===== config.mk =====
export PLATFORM = sky130hd
export DESIGN_NAME = ddr_cmd_monitor
export DESIGN_NICKNAME = d
export VERILOG_FILES = /design/src/rtl/ddrmon_pkg.sv /design/src/rtl/ddrmon_decode.sv /design/src/rtl/ddrmon_bank.sv /design/src/rtl/ddr_cmd_monitor.sv
export SDC_FILE = /design/constraint.sdc
export NUM_CORES = 1
export LEC_CHECK = 0
export BUFFER_PORTS_ARGS = -buffer_cell sky130_fd_sc_hd__buf_2
export CORE_MARGIN = 2
export CORE_UTILIZATION = 45
export DETAILED_ROUTE_END_ITERATION = 10
export PLACE_DENSITY = 0.76
export SLEW_MARGIN = 30
export SYNTH_ARGS = -nofsm -noshare
export SYNTH_HDL_FRONTEND = slang
export SYNTH_SLANG_ARGS = --single-unit

===== constraint.sdc =====
create_clock -name clk -period 3 [get_ports clk]
set_input_delay 0.45 -clock clk [delete_from_list [all_inputs] [get_ports clk]]
set_output_delay 0.45 -clock clk [all_outputs]
set_load 0.005 [all_outputs]

===== src/rtl/ddrmon_pkg.sv =====
`timescale 1ns/1ps
package ddrmon_pkg;

    typedef enum logic [3:0] {
        CMD_NOP     = 4'd0,
        CMD_MRS     = 4'd1,
        CMD_EMRS    = 4'd2,
        CMD_AREF    = 4'd3,
        CMD_SREF_IN = 4'd4,
        CMD_SREF_EX = 4'd5,
        CMD_PD_IN   = 4'd6,
        CMD_PD_EX   = 4'd7,
        CMD_ACT     = 4'd8,
        CMD_RD      = 4'd9,
        CMD_WR      = 4'd10,
        CMD_BST     = 4'd11,
        CMD_PRE     = 4'd12,
        CMD_PREA    = 4'd13,
        CMD_HOLD    = 4'd14
    } cmd_e;

    typedef enum logic [2:0] {
        ERR_NONE      = 3'd0,
        ERR_MRS_BUSY  = 3'd1,
        ERR_MRS_GAP   = 3'd2,
        ERR_REF_BUSY  = 3'd3,
        ERR_RW_CLOSED = 3'd4,
        ERR_ACT_OPEN  = 3'd5,
        ERR_AP_LOCK   = 3'd6,
        ERR_ACT_TRP   = 3'd7
    } err_e;

    localparam int NUM_BANKS = 4;
    localparam int BH_W      = 3;

    typedef struct packed {
        cmd_e             cmd;
        err_e             err;
        logic             viol;
        logic [BH_W-1:0]  bl_half;
        logic             mrs_gap;
        logic             in_sref;
    } mon_st_t;

endpackage


===== src/rtl/ddrmon_decode.sv =====
`timescale 1ns/1ps
module ddrmon_decode
    import ddrmon_pkg::*;
(
    input  logic       cke_prev,
    input  logic       cke,
    input  logic       cs_n,
    input  logic       ras_n,
    input  logic       cas_n,
    input  logic       we_n,
    input  logic       ba0,
    input  logic       a10_ap,
    input  logic       in_sref,
    output cmd_e       cmd
);
    logic [2:0] rcw;
    logic       is_ref;

    assign rcw    = {ras_n, cas_n, we_n};
    assign is_ref = !cs_n && (rcw == 3'b001);

    always_comb begin
        cmd = CMD_NOP;
        if (!cke_prev && !cke) begin
            cmd = CMD_HOLD;
        end else if (!cke_prev && cke) begin
            cmd = in_sref ? CMD_SREF_EX : CMD_PD_EX;
        end else if (cke_prev && !cke) begin
            cmd = is_ref ? CMD_SREF_IN : CMD_PD_IN;
        end else if (!cs_n) begin
            case (rcw)
                3'b000:  cmd = ba0 ? CMD_EMRS : CMD_MRS;
                3'b001:  cmd = CMD_AREF;
                3'b011:  cmd = CMD_ACT;
                3'b101:  cmd = CMD_RD;
                3'b100:  cmd = CMD_WR;
                3'b110:  cmd = CMD_BST;
                3'b010:  cmd = a10_ap ? CMD_PREA : CMD_PRE;
                default: cmd = CMD_NOP;
            endcase
        end
    end
endmodule


===== src/rtl/ddrmon_bank.sv =====
`timescale 1ns/1ps
module ddrmon_bank
    import ddrmon_pkg::*;
#(
    parameter int TRP_CYCLES = 3
) (
    input  logic            clk,
    input  logic            rst_n,
    input  logic            act_i,
    input  logic            pre_i,
    input  logic            rw_i,
    input  logic            ap_i,
    input  logic            wr_i,
    input  logic [BH_W-1:0] bl_half_i,
    output logic            open_o,
    output logic            pend_o,
    output logic            lock_o,
    output logic            trp_busy_o
);
    localparam int TW = $clog2(TRP_CYCLES) + 1;

    typedef struct packed {
        logic            open;
        logic            pend;
        logic            pend_wr;
        logic [BH_W-1:0] cnt;
        logic [TW-1:0]   trp;
    } bank_st_t;

    bank_st_t st_d, st_q;
    logic     burst_end;

    assign burst_end = st_q.pend && (st_q.cnt == '0);

    always_comb begin
        st_d = st_q;
        if (burst_end) begin
            st_d.pend    = 1'b0;
            st_d.pend_wr = 1'b0;
            st_d.open    = 1'b0;
            st_d.trp     = TW'(TRP_CYCLES - 1);
        end else begin
            if (st_q.pend) st_d.cnt = st_q.cnt - 1'b1;
            if (st_q.trp != '0) st_d.trp = st_q.trp - 1'b1;
        end
        if (act_i) st_d.open = 1'b1;
        if (pre_i) st_d.open = 1'b0;
        if (rw_i && ap_i) begin
            st_d.pend    = 1'b1;
            st_d.pend_wr = wr_i;
            st_d.cnt     = bl_half_i - 1'b1;
        end
    end

    always_ff @(posedge clk or negedge rst_n) begin
        if (!rst_n) st_q <= '0;
        else        st_q <= st_d;
    end

    assign open_o     = st_q.open;
    assign pend_o     = st_q.pend;
    assign lock_o     = st_q.pend && st_q.pend_wr && (st_q.cnt != '0);
    assign trp_busy_o = st_q.pend || (st_q.trp != '0);
endmodule


===== src/rtl/ddr_cmd_monitor.sv =====
`timescale 1ns/1ps
module ddr_cmd_monitor
    import ddrmon_pkg::*;
#(
    parameter int BURST_LEN  = 4,
    parameter int TRP_CYCLES = 3
) (
    input  logic       clk,
    input  logic       rst_n,
    input  logic       cke_prev,
    input  logic       cke,
    input  logic       cs_n,
    input  logic       ras_n,
    input  logic       cas_n,
    input  logic       we_n,
    input  logic [1:0] ba,
    input  logic       a10_ap,
    input  logic [2:0] mr_bl,
    output logic       viol,
    output logic [2:0] viol_code,
    output logic [3:0] cmd_seen,
    output logic [3:0] bank_open
);
    localparam logic [BH_W-1:0] BH_RESET = BH_W'(BURST_LEN / 2);

    mon_st_t st_d, st_q;
    cmd_e    cmd;
    err_e    err;

    logic [NUM_BANKS-1:0] b_open, b_pend, b_lock, b_trp;
    logic [NUM_BANKS-1:0] act_v, pre_v, rw_v;
    logic [NUM_BANKS-1:0] sel;
    logic                 idle;

    ddrmon_decode u_dec (
        .cke_prev (cke_prev),
        .cke      (cke),
        .cs_n     (cs_n),
        .ras_n    (ras_n),
        .cas_n    (cas_n),
        .we_n     (we_n),
        .ba0      (ba[0]),
        .a10_ap   (a10_ap),
        .in_sref  (st_q.in_sref),
        .cmd      (cmd)
    );

    assign sel  = NUM_BANKS'(1) << ba;
    assign idle = (b_open == '0) && (b_pend == '0);

    always_comb begin
        err = ERR_NONE;
        if (st_q.mrs_gap && !(cmd inside {CMD_NOP, CMD_HOLD})) begin
            err = ERR_MRS_GAP;
        end else begin
            case (cmd)
                CMD_MRS, CMD_EMRS:
                    if (!idle) err = ERR_MRS_BUSY;
                CMD_AREF, CMD_SREF_IN:
                    if (!idle) err = ERR_REF_BUSY;
                CMD_ACT:
                    if ((b_trp & sel) != '0)       err = ERR_ACT_TRP;
                    else if ((b_open & sel) != '0) err = ERR_ACT_OPEN;
                CMD_RD, CMD_WR:
                    if (b_lock != '0)                                err = ERR_AP_LOCK;
                    else if (((b_open & ~b_pend) & sel) == '0)       err = ERR_RW_CLOSED;
                default: err = ERR_NONE;
            endcase
        end
    end

    always_comb begin
        st_d         = st_q;
        st_d.cmd     = cmd;
        st_d.err     = err;
        st_d.viol    = (err != ERR_NONE);
        st_d.mrs_gap = 1'b0;
        act_v        = '0;
        pre_v        = '0;
        rw_v         = '0;
        if (err == ERR_NONE) begin
            case (cmd)
                CMD_ACT:  act_v = sel;
                CMD_PRE:  pre_v = sel;
                CMD_PREA: pre_v = '1;
                CMD_RD, CMD_WR: rw_v = sel;
                CMD_MRS: begin
                    st_d.mrs_gap = 1'b1;
                    case (mr_bl)
                        3'b001:  st_d.bl_half = BH_W'(1);
                        3'b010:  st_d.bl_half = BH_W'(2);
                        3'b011:  st_d.bl_half = BH_W'(4);
                        default: st_d.bl_half = st_q.bl_half;
                    endcase
                end
                CMD_EMRS:    st_d.mrs_gap = 1'b1;
                CMD_SREF_IN: st_d.in_sref = 1'b1;
                CMD_SREF_EX: st_d.in_sref = 1'b0;
                default: ;
            endcase
        end
    end

    always_ff @(posedge clk or negedge rst_n) begin
        if (!rst_n) begin
            st_q         <= '0;
            st_q.cmd     <= CMD_NOP;
            st_q.err     <= ERR_NONE;
            st_q.bl_half <= BH_RESET;
        end else begin
            st_q <= st_d;
        end
    end

    for (genvar g = 0; g < NUM_BANKS; g++) begin : g_bank
        ddrmon_bank #(.TRP_CYCLES(TRP_CYCLES)) u_bank (
            .clk        (clk),
            .rst_n      (rst_n),
            .act_i      (act_v[g]),
            .pre_i      (pre_v[g]),
            .rw_i       (rw_v[g]),
            .ap_i       (a10_ap),
            .wr_i       (cmd == CMD_WR),
            .bl_half_i  (st_q.bl_half),
            .open_o     (b_open[g]),
            .pend_o     (b_pend[g]),
            .lock_o     (b_lock[g]),
            .trp_busy_o (b_trp[g])
        );
    end

    assign viol      = st_q.viol;
    assign viol_code = st_q.err;
    assign cmd_seen  = st_q.cmd;
    assign bank_open = b_open;
endmodule


==> Flow_metrics.wiki, run 1 <==
{| class="wikitable"
! Metric !! Value
|-
| Crit Reg-Reg Endpoint || g_bank[3].u_bank.st_q[4]
|-
| I/O Pins || 26
|-
| Register area share after synthesis || 39.0%
|-
| Detailed Routing Iterations Pass 1 || 4
|-
| Startpoint-to-endpoint class of the critical path || reg -> reg
|-
| Fillers || 590
|-
| Fin. Hold Viols || 0
|-
| Count of non-filler cells in the finished layout || 474
|-
| Core box area || 6790 sq um
|-
| Reg-to-reg setup timing slack || 0.06 ns
|-
| Horizontal die dimension || 87.7 um
|-
| Reg2Reg Launch Point || g_bank[3].u_bank.st_q[0]
|-
| Post-Place Worst Slack || -0.0725 ns
|-
| Clock Sink Count || 49
|-
| Mean routed wirelength per cell || 14.3 um
|-
| Die extent in y || between 80 and 90 um
|-
| Synth top cells by count || dfrtp_1 (48), nor2_1 (31), nand2_1 (30)
|-
| Maximum buffer depth of the clock tree || 2
|-
| Fin crit share || between 90% and 100%
|-
| Count of nets left with antenna violations after detail routing || 0
|-
| Global-route wire length before repair || 11500 um
|-
| Global routing usage summed across all routing layers || a little under a fifth
|-
| Detailed-route via count || 2586
|-
| Achievable Freq || 0.340 GHz
|-
| Max_slew headroom || 43.7%
|-
| Total half-perimeter wirelength after legalization and detailed placement || between 5000 and 6000 um
|-
| Share of async-settable or async-resettable flops after synthesis || 100%
|-
| Residual DRC || 0
|-
| Number of placed instances, taps included || 457
|-
| Setup crit start kind || flop
|-
| Final critical-path setup slack || 0.0631 ns
|-
| Dpl cell area || 3480 sq um
|-
| Ratio of cells with drive above 1 in the final layout || 28.3%
|-
| Antenna violations before repair || 0
|-
| Area added between synthesis and finish || 17.9%
|-
| Cell variety after synth || 54
|-
| Clock tree from TritonCTS || built
|-
| Setup repair after global routing missed its margin || yes
|-
| Number of cells traversed by the worst register-to-register path || 11
|-
| Worst setup startpoint || g_bank[3].u_bank.st_q[0]
|-
| Number of buffers created by CTS || 5
|-
| Mapped Area || 3150 sq um
|-
| Post-route standard cell area excluding fillers || 3710 sq um
|-
| Type of element capturing the critical path || flop
|-
| Worst-path maximum fanout || 5
|-
| Gp weighted congestion || 0.864
|-
| Cell type contributing the most total cell area after synthesis || dfrtp_1
|-
| Total wire length || 6800 um
|-
| Vias per Instance || ~5.5
|-
| Initial core utilization || 46.4%
|-
| Required time of the worst setup path || 3.23 ns
|-
| Clock-pin slew on the worst setup and hold paths || 0.09 ns
|-
| Transition time at the pin with the least slew margin || 0.834 ns
|-
| CTS root buf || clkbuf_8
|-
| Outcome || finished, final reports clean
|-
| Classification of the worst-slack hold path || in -> async
|-
| Port Buffer Count || 25
|-
| Antenna diode count || 0
|-
| Power density relative to cell area || about 700 nW/um^2
|-
| Number of core rows || 30
|-
| Number of synthesized flops with an enable pin || 0
|-
| Largest cells by area after synthesis || dfrtp_1 (38%), ha_1 (6.8%), mux2i_1 (6.4%)
|-
| Peak supply drop || between 0.2 and 0.25 mV
|-
| Final worst clock skew || 0.00748 ns
|-
| Max cap viols || 0
|-
| Critical path arrival || roughly 3.2 ns
|-
| Tot Pwr || 2.61 mW
|-
| Total number of yosys warnings || 0
|-
| Number of H-tree branching levels || 2
|-
| Worst-Skew Late Latency || 0.31 ns
|-
| Minimum clock period || 2.94 ns
|-
| Maximum number of pins on one net before global-route repair || 50
|-
| Most common cell in the netlist || dfrtp_1
|-
| Vias in the first global route || roughly 2500
|-
| Total Nets Final || approximately 400
|-
| Number of nets in the synthesized netlist || 361
|-
| Leakage dissipation || 1.65 nW
|-
| Mapped Cells || 330
|-
| Share of the synthesized area in the top cell type || 38.1%
|-
| Overall overflow remaining after global route || 0
|-
| Main flop type after synthesis || dfrtp_1
|-
| Die Footprint || 7690 sq um
|-
| Total count of max-transition violations in the final report || 0
|-
| Final number of setup-violating endpoints || 0
|-
| Average cell area after synthesis || 9.55 sq um
|-
| Starting DRC count in detailed routing || 214
|-
| Total of flip-flops plus latches after synthesis || 49
|-
| Quantity of hold-fixing buffers added after cts || 0
|}
[power by group]
group / leakage [nW] / switching (mW) / internal (mW)
Clock: 0.0455 / 0.211 / 0.188
Sequential: 0.592 / 0.132 / 0.879
Combinational: 1.01 / 0.586 / 0.609
Total: 1.65 / 0.930 / 1.68
[worst max-delay path by stage]
stage	cells after the start	slack [ns]	endpoint
finish	11	0.06	g_bank[3].u_bank.st_q[4]
floorplan	10	0.12	g_bank[3].u_bank.st_q[6]
global route	11	-0.01	g_bank[3].u_bank.st_q[6]
CTS	10	-0.02	st_q[4]
global placement	10	0.03	st_q[2]
detailed placement	9	-0.07	g_bank[3].u_bank.st_q[6]
[logic make-up after synthesis]
group           count (synthesis)  share of synthesized area, %
simple gates                  119                          20.3
fa+ha+maj                      17                          6.75
compound gates                 58                          13.6
buf+inv                        49                          7.82
xor+xnor                       12                          3.34
flops                          49                          39.0
mux                            26                          9.21
[worst max-delay path: stages (launching register included)]
cell	delay (ns)
dfrtp_1	0.40
inv_2	0.09
ha_4	0.13
or3b_4	0.35
mux4_2	0.52
a2bb2oi_2	0.14
nor3_1	0.05
a311o_2	0.41
buf_6	0.16
nor4_4	0.25
buf_6	0.17
mux2i_1	0.19
[layer usage]
layer / routed length, um / global-route usage (%)
met1: 3050 / 25.6
met3: 309 / 3.30
met5: 0 / 0
met2: 3330 / 31.1
met4: 110 / 6.43
[stage by stage]
step                      util [%]  TNS [ns]  hold slack, ns
after floorplan                  -         0           0.154
after global placement        51.2         0           0.479
after detailed placement      51.3    -0.336           0.486
after CTS                     53.8   -0.0370           0.167
after global routing          54.7   -0.0258           0.196
final                         54.7         0           0.139
[layout by cell type, fill, tap and decap left out, drive strengths merged, types with 3 or more instances in the layout]
cell type	instances
nand4	4
or3b	4
ha	17
nand2	30
o211ai	3
mux2i	20
or2	4
nand3	8
or4	4
mux2	4
nand2b	9
inv	27
a211oi	5
o21ai	11
nor2	31
o221ai	7
nor2b	5
xnor2	12
buf	62
o311ai	5
clkbuf	8
a21oi	11
nor3	11
dfrtp	48
[flip-flops by register name, indices dropped and copies added (netlist names)]
signal,count
st_q,5
g_bank.u_bank.st_q,28
g_bank.u_bank.pend_o,4
viol_code,3
g_bank.u_bank.open_o,4
cmd_seen,4
viol,1
[what timing repair did]
action	CTS	global route
gates resized for setup	15	11
setup buffers	5	4
pin swaps	3	7
endpoints found under the setup margin	9	26
[final cells by class]
type	instances	area (sq um)	share of cell area [%]
multi-input combinational	232	1750	47.1
tap	96	120	3.23
clock buffer	8	90.1	2.43
timing repair buffer	62	425	11.5
sequential	49	1230	33.0
inverter	27	101	2.73
Note: power is estimated with default switching activity, not from simulation.
==> run 2: changes to the inputs <==
Settings changed: CORE_ASPECT_RATIO set to 1.4.
==> run 2 against run 1 <==
Net effect: register-to-register slack barely moved; sequential cell count stayed put; cell area is 1.3% higher; first-iteration DRC count grew 1.4%; critical endpoint is now g_bank[0].u_bank.open_o; critical path depth fell by 1; global-route usage rose by 0.40 points; critical path type unchanged; worst hold slack gained 0.025 ns; worst setup slack worse by 0.0017 ns; sequential power barely moved.
==> Flow_metrics.wiki, run 2 (same netlist as run 1, synthesis figures left out) <==
{| class="wikitable"
! Metric !! Value
|-
| Critical path arrival || 3.10 ns
|-
| Antenna violations before repair || 0
|-
| Vias in the first global route || 2570
|-
| Maximum buffer depth of the clock tree || 2
|-
| Total wire length || 7060 um
|-
| Type of element capturing the critical path || flop
|-
| Worst hold margin || around 0.16 ns
|-
| Flip-flop count of the largest register, all copies and words added || 28
|-
| Post-route standard cell area excluding fillers || roughly 3800 sq um
|-
| Most common library cell in the layout ignoring fill and taps || dfrtp_1
|-
| Dpl cell area || 3490 sq um
|-
| Total half-perimeter wirelength after legalization and detailed placement || 5180 um
|-
| Setup crit start kind || flop
|-
| Worst-path maximum fanout || 4
|-
| Final worst clock skew || 0.00556 ns
|-
| Horizontal die dimension || 74.7 um
|-
| I/O Pins || 26
|-
| Detailed Routing Iterations Pass 1 || 4
|-
| Achievable Freq || 0.340 GHz
|-
| Count of nets left with antenna violations after detail routing || 0
|-
| Maximum number of pins on one net before global-route repair || 50
|-
| Initial core utilization || between 40% and 50%
|-
| Max_slew headroom || 58.4%
|-
| Gp weighted congestion || 0.912
|-
| Post-Route Setup TNS || 0 ns
|-
| Ratio of cells with drive above 1 in the final layout || between 20% and 30%
|-
| Fillers || around 610
|-
| Required time of the worst setup path || 3.16 ns
|-
| Global routing usage summed across all routing layers || 19.4%
|-
| Fin crit share || 98.0%
|-
| Global-route wire length before repair || 11700 um
|-
| Number of buffers created by CTS || 5
|-
| Core box area || around 6900 sq um
|-
| Vias per Instance || between 5 and 6
|-
| Clock-pin slew on the worst setup and hold paths || 0.09 ns
|-
| Total Nets Final || 411
|-
| CTS root buf || clkbuf_8
|-
| Minimum clock period || 2.94 ns
|-
| Worst-Skew Late Latency || about 0.30 ns
|-
| Clock tree from TritonCTS || built
|-
| Post-Place Worst Slack || -0.0692 ns
|-
| Antenna diode count || 0
|-
| Power density relative to cell area || 701 nW/um^2
|-
| Clock Sink Count || 49
|-
| Top library cells by usage in the layout, fill and taps aside || dfrtp_1 (48), buf_4 (38), nor2_1 (31)
|-
| Residual DRC || 0
|-
| Die extent in y || roughly 100 um
|-
| Largest registers || g_bank.u_bank.st_q: 28 flops, st_q: 5 flops
|-
| Count of non-filler cells in the finished layout || 476
|-
| Classification of the worst-slack hold path || in -> async
|-
| Setup repair after global routing missed its margin || yes
|-
| Starting DRC count in detailed routing || 217
|-
| Die Footprint || just under 8000 sq um
|-
| Quantity of hold-fixing buffers added after cts || 0
|-
| Most flops, register || g_bank.u_bank.st_q
|-
| Overall overflow remaining after global route || 0
|-
| Startpoint-to-endpoint class of the critical path || reg -> reg
|-
| Detailed-route via count || 2591
|-
| Number of H-tree branching levels || 2
|-
| Area added between synthesis and finish || 19.5%
|-
| Port Buffer Count || 25
|-
| Final number of setup-violating endpoints || 0
|-
| Fin. Hold Viols || 0
|-
| Total count of max-transition violations in the final report || 0
|-
| Max cap viols || 0
|-
| Number of core rows || 36
|-
| Leakage dissipation || 1.67 nW
|-
| Outcome || finished, final reports clean
|-
| Transition time at the pin with the least slew margin || 0.624 ns
|-
| Final critical-path setup slack || 0.0613 ns
|-
| Number of placed instances, taps included || between 400 and 500
|-
| Mean routed wirelength per cell || 14.8 um
|-
| Peak supply drop || 0.273 mV
|}
run 2: cell count changes in the layout (fill, tap and decap cells not counted), sizes merged:
| cell | previous run | this run |
|---|---|---|
| buf | 62 | 65 |
| clkbuf | 8 | 5 |
| clkinv | 0 | 2 |
| clkinvlp | 0 | 1 |
run 2: critical path, stage by stage (launching register included):
cell and delay, ns:
dfrtp_1 0.39, inv_2 0.09, ha_4 0.13, or3b_4 0.38
mux4_2 0.51, a2bb2oi_2 0.15, nor3_2 0.04, a311o_2 0.40
buf_16 0.17, o311ai_1 0.34, o221ai_1 0.20
run 2: layout make-up:
cell class                 instances  area, sq um  share of cell area (%)
timing repair buffer              65          464                    12.3
clock inverter                     3         17.5                   0.465
inverter                          27          101                    2.69
multi-input combinational        232         1770                    46.9
clock buffer                       5         68.8                    1.83
tap                               95          119                    3.16
sequential                        49         1230                    32.6
run 2: where the power goes:
| group | leakage [nW] | internal, mW | switching (mW) |
|---|---|---|---|
| Combinational | 1.04 | 0.638 | 0.603 |
| Clock | 0.0439 | 0.161 | 0.226 |
| Sequential | 0.592 | 0.878 | 0.130 |
run 2: metal layers:
layer  share of wire [%]  up-vias  global-route usage [%]
met5                   0        -                       0
li1                    -     1252                       -
met4                 3.3        0                    8.93
met2                  53       83                    33.4
met1                  40     1237                    23.3
met3                 4.0       19                    3.32
run 2: path summary, 6_finish.rpt:
path | from | end | slack [ns] | cells after the start
setup / recovery | g_bank[3].u_bank.st_q[1] | g_bank[0].u_bank.open_o | 0.06 | 10
hold / removal | rst_n | g_bank[3].u_bank.st_q[4] | 0.16 | 1
setup reg to reg | g_bank[3].u_bank.st_q[1] | g_bank[0].u_bank.open_o | 0.06 | 10
hold reg to reg | g_bank[2].u_bank.st_q[1] | g_bank[2].u_bank.st_q[1] | 0.53 | 2
max in group asynchronous | rst_n | st_q[0] | 2.43 | 1
min in group clk | cke | st_q[0] | 0.43 | 2
run 2: through the flow:
stage          total power, mW  utilization [%]
2_1_floorplan             1.75                -
3_3_place_gp              1.99             50.6
3_5_place_dp              2.05             50.6
4_1_cts                   2.62             54.1
5_1_grt                   2.87             54.6
6_report                  2.64             54.6
run 2: what timing repair did:
item / CTS / global route
setup endpoints to repair: 18 / 28
buffers inserted: 9 / 1
pin swaps: 5 / 6
gates cloned: 1 / 0
resized for setup: 22 / 10
==> run 3: changes to the inputs <==
Settings changed: CORE_UTILIZATION 45 to 54, PLACE_DENSITY 0.76 to 0.87.
==> run 3 against run 2 <==
Net effect: clock power rose by 28%; cell count fell by 7.1%; utilization rose by 11 points; global-route usage rose by 3.8 points; maximum frequency rose by 1.0%; critical path type unchanged; highest routed layer unchanged; sequential power barely moved.
==> Flow_metrics.wiki, run 3 (same netlist as run 1, synthesis figures left out) <==
{| class="wikitable"
! Metric !! Value
|-
| Outcome || finished, final reports clean
|-
| Critical path arrival || 3.14 ns
|-
| Post-Route M1 WL || ~2700 um
|-
| Post-Route Setup TNS || 0 ns
|-
| Ratio of cells with drive above 1 in the final layout || between 20 and 30%
|-
| Achievable Freq || 0.344 GHz
|-
| Area added between synthesis and finish || 15.8%
|-
| Die extent in y || 94.4 um
|-
| Peak supply drop || around 0.30 mV
|-
| Number of core rows || 32
|-
| Overall overflow remaining after global route || 0
|-
| Antenna violations before repair || 0
|-
| Final worst clock skew || 0.00896 ns
|-
| Global routing usage summed across all routing layers || 23.2%
|-
| Minimum clock period || just under 3 ns
|-
| Fillers || approximately 420
|-
| Most common library cell in the layout ignoring fill and taps || dfrtp_1
|-
| Antenna diode count || 0
|-
| Total wire length || 7020 um
|-
| Number of H-tree branching levels || 2
|-
| Fin. Hold Viols || 0
|-
| Clock tree from TritonCTS || built
|-
| Setup crit start kind || flop
|-
| Residual DRC || 0
|-
| Number of buffers created by CTS || 5
|-
| Total count of max-transition violations in the final report || 0
|-
| Detailed-routed wire length on met3 || 326 um
|-
| Met2 wire length || 3730 um
|-
| Maximum number of pins on one net before global-route repair || 50
|-
| Fin util || between 60% and 70%
|-
| Quantity of hold-fixing buffers added after cts || 0
|-
| Worst-path maximum fanout || 4
|-
| Total Nets Final || 404
|-
| Clock-pin slew on the worst setup and hold paths || 0.09 ns
|-
| Classification of the worst-slack hold path || in -> async
|-
| Initial core utilization || 56.6%
|-
| Final number of setup-violating endpoints || 0
|-
| Total half-perimeter wirelength after legalization and detailed placement || 5440 um
|-
| Setup repair after global routing missed its margin || no
|-
| Leakage dissipation || 1.63 nW
|-
| Top library cells by usage in the layout, fill and taps aside || dfrtp_1 (48), buf_4 (33), nor2_1 (31)
|-
| Core box area || ~5600 sq um
|-
| Die Footprint || 6470 sq um
|-
| Flip-flop count of the largest register, all copies and words added || 28
|-
| Required time of the worst setup path || 3.23 ns
|-
| Fin crit share || approximately 97%
|-
| Horizontal die dimension || slightly below 70 um
|-
| Worst-Skew Late Latency || 0.31 ns
|-
| Clock Sink Count || 49
|-
| Startpoint-to-endpoint class of the critical path || reg -> reg
|-
| Detailed-route via count || 2614
|-
| Largest registers || g_bank.u_bank.st_q: 28 flops, st_q: 5 flops
|-
| Global-route wire length before repair || about 11000 um
|-
| Vias in the first global route || between 2000 and 3000
|-
| Top Layer Used || met4
|-
| CTS root buf || clkbuf_8
|-
| Tot Pwr || 2.67 mW
|-
| Reg-to-reg setup timing slack || 0.09 ns
|-
| I/O Pins || 26
|-
| Count of nets left with antenna violations after detail routing || 0
|-
| Transition time at the pin with the least slew margin || 0.628 ns
|-
| Type of element capturing the critical path || flop
|-
| Maximum buffer depth of the clock tree || 2
|-
| Gp weighted congestion || 0.897
|-
| Mean routed wirelength per cell || between 15 and 20 um
|-
| Max_slew headroom || 57.6%
|-
| Power density relative to cell area || 730 nW/um^2
|-
| Most flops, register || g_bank.u_bank.st_q
|-
| Detailed Routing Iterations Pass 1 || 5
|-
| Port Buffer Count || 25
|-
| Vias per Instance || roughly 6
|-
| Max cap viols || 0
|-
| Starting DRC count in detailed routing || 252
|}
## run 3: changes by cell type in the layout (fill, tap and decap cells not counted), sizes merged
cell	before	now
buf	65	58
clkinv	2	0
bufinv	0	1
clkbuf	5	6
## run 3: critical path, cell delays in order, from the launching register on
cell and delay (ns):
dfrtp_1 0.40, inv_2 0.08, ha_4 0.13, or3b_2 0.43, mux4_2 0.51, a2bb2oi_2 0.14
nor3_1 0.05, a311o_1 0.35, buf_6 0.17, nor3_4 0.32, mux2i_1 0.24
## run 3: cell type report
type,instances,area (sq um),area share [%]
timing repair buffer,58,379,10.4
clock inverter,2,37.5,1.03
inverter,27,101,2.78
sequential,49,1230,33.6
tap,68,85.1,2.33
multi-input combinational,232,1740,47.6
clock buffer,6,82.6,2.26
## run 3: power breakdown
group	leakage, nW	internal [mW]	switching (mW)	total [mW]
combinational	0.983	0.570	0.591	1.16
clock	0.0574	0.271	0.225	0.496
sequential	0.592	0.879	0.130	1.01
total	1.63	1.72	0.946	2.67
## run 3: through the flow
step | std cells | worst slack, ns | hold WS, ns | instance area, sq um
2_1_floorplan | 330 | 0.116 | 0.154 | 3150
3_3_place_gp | 430 | -0.00942 | 0.479 | 3440
3_5_place_dp | 430 | -0.101 | 0.491 | 3440
4_1_cts | 442 | 0.00968 | 0.177 | 3640
5_1_grt | 442 | 0.00266 | 0.192 | 3650
6_report | 442 | 0.0908 | 0.137 | 3650
## run 3: what timing repair did
action / 4_1_cts / 5_1_grt
setup buffers: 4 / 0
pin swaps: 6 / 4
gates cloned: 0 / 0
gates resized for setup: 22 / 6
setup endpoints to repair: 25 / 22
## run 3: routing by layer
layer	GRT usage, %	vias to the layer above
li1	-	1239
met1	27.3	1261
met2	40.4	91
met3	4.05	23
met4	9.83	0
met5	0	-
## run 3: worst paths after layout
kind / to / cells past startpoint / start
min reg2reg: g_bank[2].u_bank.st_q[1] / 2 / g_bank[2].u_bank.st_q[1]
max in group asynchronous: g_bank[2].u_bank.pend_o / 1 / rst_n
min: g_bank[2].u_bank.st_q[3] / 1 / rst_n
max reg2reg: g_bank[1].u_bank.st_q[4] / 10 / g_bank[1].u_bank.st_q[1]
min in group clk: st_q[0] / 2 / cke
max: g_bank[1].u_bank.st_q[4] / 10 / g_bank[1].u_bank.st_q[1]
